[src/rtl/ud_pkg.sv]
package ud_pkg;
    // width of one information unit and of one stored byte
    localparam int UNIT_W = 8;
    // payload bits following the start bit
    localparam int PAY_W  = UNIT_W - 1;

    typedef logic [UNIT_W-1:0] ud_byte_t;
endpackage

[src/rtl/ud_unit_parser.sv]
module ud_unit_parser
    import ud_pkg::*;
#(
    parameter int GAP_MAX = 8
) (
    input  logic     clk,
    input  logic     rst_n,
    input  logic     bit_i,
    input  logic     vld_i,
    input  logic     qmode_i,
    output logic     push_o,
    output ud_byte_t byte_o
);
    localparam int ZW = $clog2(GAP_MAX + 2);
    localparam int BW = $clog2(UNIT_W);
    localparam logic [ZW-1:0] ZLIM  = ZW'(GAP_MAX);
    localparam logic [BW-1:0] BLAST = BW'(UNIT_W - 1);

    typedef struct packed {
        logic             in_unit;
        logic [BW-1:0]    bcnt;
        logic [PAY_W-1:0] sh;
        logic [ZW-1:0]    zcnt;
        logic             msg_act;
        logic             first;
        ud_byte_t         qacc;
        logic [BW-1:0]    qcnt;
        logic             push;
        ud_byte_t         pbyte;
    } pst_t;

    pst_t             st_q, st_d;
    logic [PAY_W-1:0] pay_d;
    ud_byte_t         qa_d;
    logic [BW-1:0]    qc_d;

    always_comb begin
        st_d      = st_q;
        st_d.push = 1'b0;
        pay_d     = {st_q.sh[PAY_W-2:0], bit_i};
        qa_d      = st_q.qacc;
        qc_d      = st_q.qcnt;
        if (vld_i) begin
            if (!st_q.in_unit) begin
                if (bit_i) begin
                    // start bit: a new unit begins
                    st_d.in_unit = 1'b1;
                    st_d.bcnt    = BW'(1);
                    st_d.sh      = '0;
                    st_d.zcnt    = '0;
                    st_d.first   = !st_q.msg_act;
                end else begin
                    if (st_q.zcnt <= ZLIM) begin
                        st_d.zcnt = st_q.zcnt + 1'b1;
                    end
                    if (st_q.zcnt >= ZLIM) begin
                        st_d.msg_act = 1'b0;
                    end
                end
            end else begin
                st_d.sh = pay_d;
                if (st_q.bcnt == BLAST) begin
                    st_d.in_unit = 1'b0;
                    st_d.bcnt    = '0;
                    st_d.msg_act = 1'b1;
                    st_d.zcnt    = '0;
                    if (!qmode_i) begin
                        st_d.push  = 1'b1;
                        st_d.pbyte = {st_q.first, pay_d};
                    end else begin
                        if (st_q.first) begin
                            qa_d = '0;
                            qc_d = '0;
                        end
                        qa_d      = {qa_d[UNIT_W-2:0], pay_d[PAY_W-1]};
                        st_d.qacc = qa_d;
                        if (qc_d == BLAST) begin
                            st_d.push  = 1'b1;
                            st_d.pbyte = qa_d;
                            st_d.qcnt  = '0;
                        end else begin
                            st_d.qcnt = qc_d + 1'b1;
                        end
                    end
                end else begin
                    st_d.bcnt = st_q.bcnt + 1'b1;
                end
            end
        end
    end

    always_ff @(posedge clk or negedge rst_n) begin
        if (!rst_n) begin
            st_q <= '0;
        end else begin
            st_q <= st_d;
        end
    end

    assign push_o = st_q.push;
    assign byte_o = st_q.pbyte;

    // a byte can only finish on a cycle that carried a qualified bit
    a_r5_push_after_bit: assert property (@(posedge clk) disable iff (!rst_n)
        push_o |-> $past(vld_i));

    // a unit cannot be in progress while the zero run is non-zero
    a_r3_no_zeros_in_unit: assert property (@(posedge clk) disable iff (!rst_n)
        st_q.in_unit |-> (st_q.zcnt == '0));
endmodule

[src/rtl/ud_byte_queue.sv]
module ud_byte_queue
    import ud_pkg::*;
#(
    parameter int DEPTH = 128
) (
    input  logic     clk,
    input  logic     rst_n,
    input  logic     push_i,
    input  ud_byte_t wdata_i,
    input  logic     rd_i,
    output ud_byte_t rdata_o,
    output logic     avail_n_o,
    output logic     ovf_o
);
    localparam int AW = $clog2(DEPTH);
    localparam int CW = $clog2(DEPTH + 1);
    localparam logic [CW-1:0] CFULL = CW'(DEPTH);
    localparam logic [AW-1:0] PLAST = AW'(DEPTH - 1);

    typedef struct packed {
        logic [AW-1:0] wp;
        logic [AW-1:0] rp;
        logic [CW-1:0] cnt;
        logic          ovf;
    } qst_t;

    qst_t     st_q, st_d;
    logic     full, rd_eff, wr_en;
    ud_byte_t mem [DEPTH];

    always_comb begin
        st_d   = st_q;
        full   = (st_q.cnt == CFULL);
        rd_eff = rd_i && (st_q.cnt != '0);
        wr_en  = push_i && (!full || rd_eff);
        if (wr_en) begin
            st_d.wp = (st_q.wp == PLAST) ? '0 : st_q.wp + 1'b1;
        end
        if (rd_eff) begin
            st_d.rp = (st_q.rp == PLAST) ? '0 : st_q.rp + 1'b1;
        end
        if (wr_en && !rd_eff) begin
            st_d.cnt = st_q.cnt + 1'b1;
        end else if (rd_eff && !wr_en) begin
            st_d.cnt = st_q.cnt - 1'b1;
        end
        if (push_i && !wr_en) begin
            st_d.ovf = 1'b1;
        end
    end

    always_ff @(posedge clk or negedge rst_n) begin
        if (!rst_n) begin
            st_q <= '0;
        end else begin
            st_q <= st_d;
        end
    end

    always_ff @(posedge clk) begin
        if (wr_en) begin
            mem[st_q.wp] <= wdata_i;
        end
    end

    assign rdata_o   = mem[st_q.rp];
    assign avail_n_o = (st_q.cnt == '0);
    assign ovf_o     = st_q.ovf;

    // occupancy never exceeds the queue size
    a_r9_cnt_bound: assert property (@(posedge clk) disable iff (!rst_n)
        st_q.cnt <= CFULL);

    // overflow flag never clears without reset
    a_r10_ovf_sticky: assert property (@(posedge clk) disable iff (!rst_n)
        ovf_o |=> ovf_o);

    // overflow only rises after a push into a full queue without a read
    a_r10_ovf_cause: assert property (@(posedge clk) disable iff (!rst_n)
        $rose(ovf_o) |-> $past(push_i && full && !rd_i));

    // the queue only becomes empty through a read
    a_r7_empty_by_read: assert property (@(posedge clk) disable iff (!rst_n)
        $rose(avail_n_o) |-> $past(rd_i));

    // head byte holds while stored and not read
    a_r8_head_hold: assert property (@(posedge clk) disable iff (!rst_n)
        (!avail_n_o && !rd_i) |=> $stable(rdata_o));
endmodule

[src/rtl/ud_msg_fifo.sv]
module ud_msg_fifo
    import ud_pkg::*;
#(
    parameter int DEPTH   = 128,
    parameter int GAP_MAX = 8
) (
    input  logic              clk,
    input  logic              rst_n,
    input  logic              bit_i,
    input  logic              bit_vld_i,
    input  logic              qmode_i,
    input  logic              rd_i,
    output logic [UNIT_W-1:0] rd_data_o,
    output logic              avail_n_o,
    output logic              ovf_o
);
    logic     push;
    ud_byte_t pbyte;

    ud_unit_parser #(
        .GAP_MAX (GAP_MAX)
    ) u_parse (
        .clk     (clk),
        .rst_n   (rst_n),
        .bit_i   (bit_i),
        .vld_i   (bit_vld_i),
        .qmode_i (qmode_i),
        .push_o  (push),
        .byte_o  (pbyte)
    );

    ud_byte_queue #(
        .DEPTH (DEPTH)
    ) u_queue (
        .clk       (clk),
        .rst_n     (rst_n),
        .push_i    (push),
        .wdata_i   (pbyte),
        .rd_i      (rd_i),
        .rdata_o   (rd_data_o),
        .avail_n_o (avail_n_o),
        .ovf_o     (ovf_o)
    );
endmodule

[config.mk]
export PLATFORM = sky130hd
export DESIGN_NAME = ud_msg_fifo
export DESIGN_NICKNAME = d
export VERILOG_FILES = /design/src/rtl/ud_pkg.sv /design/src/rtl/ud_unit_parser.sv /design/src/rtl/ud_byte_queue.sv /design/src/rtl/ud_msg_fifo.sv
export SDC_FILE = /design/constraint.sdc
export NUM_CORES = 1
export LEC_CHECK = 0
export BUFFER_PORTS_ARGS = -buffer_cell sky130_fd_sc_hd__buf_2
export CORE_UTILIZATION = 61
export DETAILED_ROUTE_END_ITERATION = 8
export GPL_TIMING_DRIVEN = 0
export PLACE_DENSITY = 0.76
export SYNTH_ARGS = -nofsm -noshare
export SYNTH_HDL_FRONTEND = slang
export SYNTH_SLANG_ARGS = --single-unit
export TNS_END_PERCENT = 10
[constraint.sdc]
create_clock -name clk -period 6.5 [get_ports clk]
set_input_delay 0.65 -clock clk [delete_from_list [all_inputs] [get_ports clk]]
set_output_delay 0.65 -clock clk [all_outputs]
set_load 0.01 [all_outputs]
==> flow_summary.toml <==
[floorplanning]
die_h_um = 267
die_width_um = 267
core-area_mm2 = 0.0689
rows = 96
dieArea_mm2 = 0.0710
start_util = 0.619
ios = 16

[status]
status = "finished with violations"
violations = "max-capacitance violations, max-slew violations"

[power]
ir_drop_mv = 0.249
leakagePower_uw = 0.0154
power.share.clock = 0.265
p_switching_uw = 7840
pwr-share-comb = 0.327
internal_power_uw = 14100
switching_share = 0.357
power_density_mw_per_mm2 = 463
seqPwrFrac = 0.408

[sta]
final_min_period_over_clock_period = 0.968
setup_viol = 0
timing.setup.tns_ns = 0
final_max_slew_viol_count = 32
max_slew_margin = -0.0946
tightest_slew_ns = 1.64
final-hold-violation-count = 0
rsz0062_at_grt = "no"
fin_worst_skew_ns = 0.0253
max_freq_mhz = 159
period_minus_slack_ns = 6.29

[final_layout]
final_common_cell = "edfxtp_1"
area_growth_syn_to_layout_pct = 11.1
drive_gt1_frac = 0.184
layout_common_cells = "1,024 x edfxtp_1, 195 x mux4_2, 163 x nor2_1"
nets = 2378
utilization = 0.688

[route]
vias_per_cell = 7.20
drtAntennaViolNets = 0
firstDrtPassIters = 8
drt_iter0_drc = 3858
drc = 0
wire_per_inst_um = 37.4
totalWireLength_um = 126000
route.vias.total = 24300

[global_routing]
antenna_found_initial = 5
grt_pass1_wl_um = 174000
grt_start_max_net_pins = 93
grt_overflow_total = 0
track_usage = 0.362
grt_pass1_vias = 23500

[cts]
clk_pin_slew_ns = 0.06
ctsHtreeMaxLevel = 3
cts_resized = 0
postCtsSetupRepairBufs = 0
cts_tree = "yes"
clockBufferDepth = 3
clk_latency_ns = 0.68
numClockSinks = 1082
numCtsBuffers = 102
clockRootBuffer = "clkbuf_16"

[critical_path]
critPathKind = "reg -> out"
cp_cell_sequence = "buf_2, nor2b_1, clkbuf_1, clkbuf_1, a22oi_1, a211oi_1, a2bb2oi_1, buf_2"
cp.arrival_ns = 5.64
worst_setup_path_start_kind = "flip-flop"
worstPathRequired_ns = 5.85
path_max_fanout = 10
end_kind = "output port"
cpMaxStageDelayCell = "clkbuf_1"
crit_path_max_incr_delay_ns = 0.92

[run]
maxCapViolCount = 3

[yosys]
syn_nets = 2250
synthMuxAreaShare = 0.137
synthSimpleGateAreaFrac = 0.0365
synth_area_mm2 = 0.0427
synth_edf_count = 1024
synth_cell_type_count = 65
ys_ff_latch = 1082
ys_seq_area_frac = 0.755
synth-xor-area-share = 0.00308
netlist_instances = 2228
synth-async-reset-ratio = 0.0536
ys_warn_count = 0
synth_compound_area_frac = 0.0467
ys.flop_type = "edfxtp_1"
synth_top_family_by_area = "multiplexers"
synth_fa_ha_area_frac = 0.00487
syn_avg_cell_area_um2 = 19.2

[placement]
hpwl_um = 79300
port_buffers = 14
globalplace.congestion = 1.00

[hold_path]
hold_class = "in -> reg"
registers in the layout (all words and copies together) (netlist names):
name,count
u_queue.ovf_o,1
u_parse.pay_d,6
u_parse.byte_o,8
u_parse.st_q,20
u_parse.push_o,1
u_queue.st_q,22
u_queue.mem,1024
power groups by stage:
stage	Sequential [uW]	Clock, uW	Combinational [uW]
6_report	8950	5820	7180
5_1_grt	8970	6040	7190
4_1_cts	8940	5800	6890
3_5_place_dp	9080	0	6850
3_3_place_gp	9640	0	6200
2_1_floorplan	9160	0	3650
worst paths after layout:
| path | from | cells after the start | to | slack, ns |
|---|---|---|---|---|
| max | u_queue.st_q[11] | 8 | rd_data_o[4] | 0.21 |
| min | bit_i | 2 | u_parse.pay_d[1] | 0.32 |
| max reg2reg | u_queue.st_q[3] | 7 | u_queue.mem[69][6] | 2.01 |
| min reg2reg | u_queue.ovf_o | 1 | u_queue.ovf_o | 0.49 |
| max in group asynchronous | rst_n | 3 | u_parse.byte_o[7] | 5.30 |
| min in group asynchronous | rst_n | 2 | u_queue.st_q[12] | 0.53 |
metal layers:
layer | track usage | part of all wire
met1 | 0.479 | 0.34
met2 | 0.535 | 0.45
met4 | 0.211 | 0.067
met3 | 0.115 | 0.15
met5 | 0 | 0.00036
synth_stat cells (4+ instances only):
cell type / n / share of area
nor3_1: 13 / 0.0015
dfrtp_1: 58 / 0.034
o22ai_1: 15 / 0.0022
inv_1: 15 / 0.0013
ha_1: 15 / 0.0044
xor2_1: 6 / 0.0012
buf_6: 10 / 0.0026
a22o_1: 17 / 0.0035
a31oi_1: 12 / 0.0018
mux4_2: 195 / 0.10
nand2b_1: 12 / 0.0018
nand2_1: 90 / 0.0079
o221ai_1: 20 / 0.0041
clkbuf_1: 50 / 0.0044
nand4_1: 4 / 0.00059
o32a_1: 7 / 0.0016
o2111ai_1: 4 / 0.00082
nor2_1: 163 / 0.014
nor2b_1: 26 / 0.0038
nand3_1: 28 / 0.0033
buf_1: 6 / 0.00053
edfxtp_1: 1024 / 0.72
and2_1: 7 / 0.0010
o21ai_0: 33 / 0.0039
xnor2_1: 9 / 0.0018
a221oi_1: 10 / 0.0021
a211oi_1: 30 / 0.0053
mux2i_1: 136 / 0.032
and3_1: 4 / 0.00059
mux2_2: 7 / 0.0018
a21o_1: 5 / 0.00088
buf_2: 35 / 0.0041
buf_4: 19 / 0.0033
a22oi_1: 33 / 0.0058
a21oi_1: 61 / 0.0072
a2111oi_2: 4 / 0.0014
layout make-up:
cell class	count	area (um2)
clock inverter	56	458
antenna	5	12.5
buffer	123	702
fill	4309	21500
multi-input combinational	1008	9720
sequential	1082	32200
clock buffer	135	2760
inverter	15	56.3
tap	931	1160
timing repair buffer	24	320
worst max-delay path: cells and delay by family (launching register included):
kind | cells | cell delay [ns]
DFF | 1 | 0.37
AOI/OAI and AO/OA | 3 | 1.66
buffers and inverters | 4 | 2.25
and+or+nand+nor | 1 | 0.65
per-stage QoR:
step	setup slack, ns	power [uW]	cell area [um2]	cells	hold WS, ns
floorplan	3.57	12800	42700	2228	0.354
global placement	1.33	15800	43900	3173	0.467
detailed placement	1.31	15900	44200	3182	0.468
CTS	0.615	21600	47400	3374	0.303
global route	0.438	22200	47400	3376	0.334
finish	0.210	22000	47400	3379	0.318
repair_timing:
item	CTS	global route
hold buffers	1	0
setup endpoints to repair	0	0
endpoints found under the hold margin	18	0
cells by family (layout without fill, tap and decap cells):
group | count (synthesis) | count (layout)
compound gates | 282 | 282
xor+xnor | 15 | 15
fa+ha+maj | 16 | 16
buf+inv | 138 | 353
flops | 1082 | 1082
mux | 338 | 338
other cells | 0 | 5
simple gates | 357 | 357
Power figures use the tool's default switching activity.
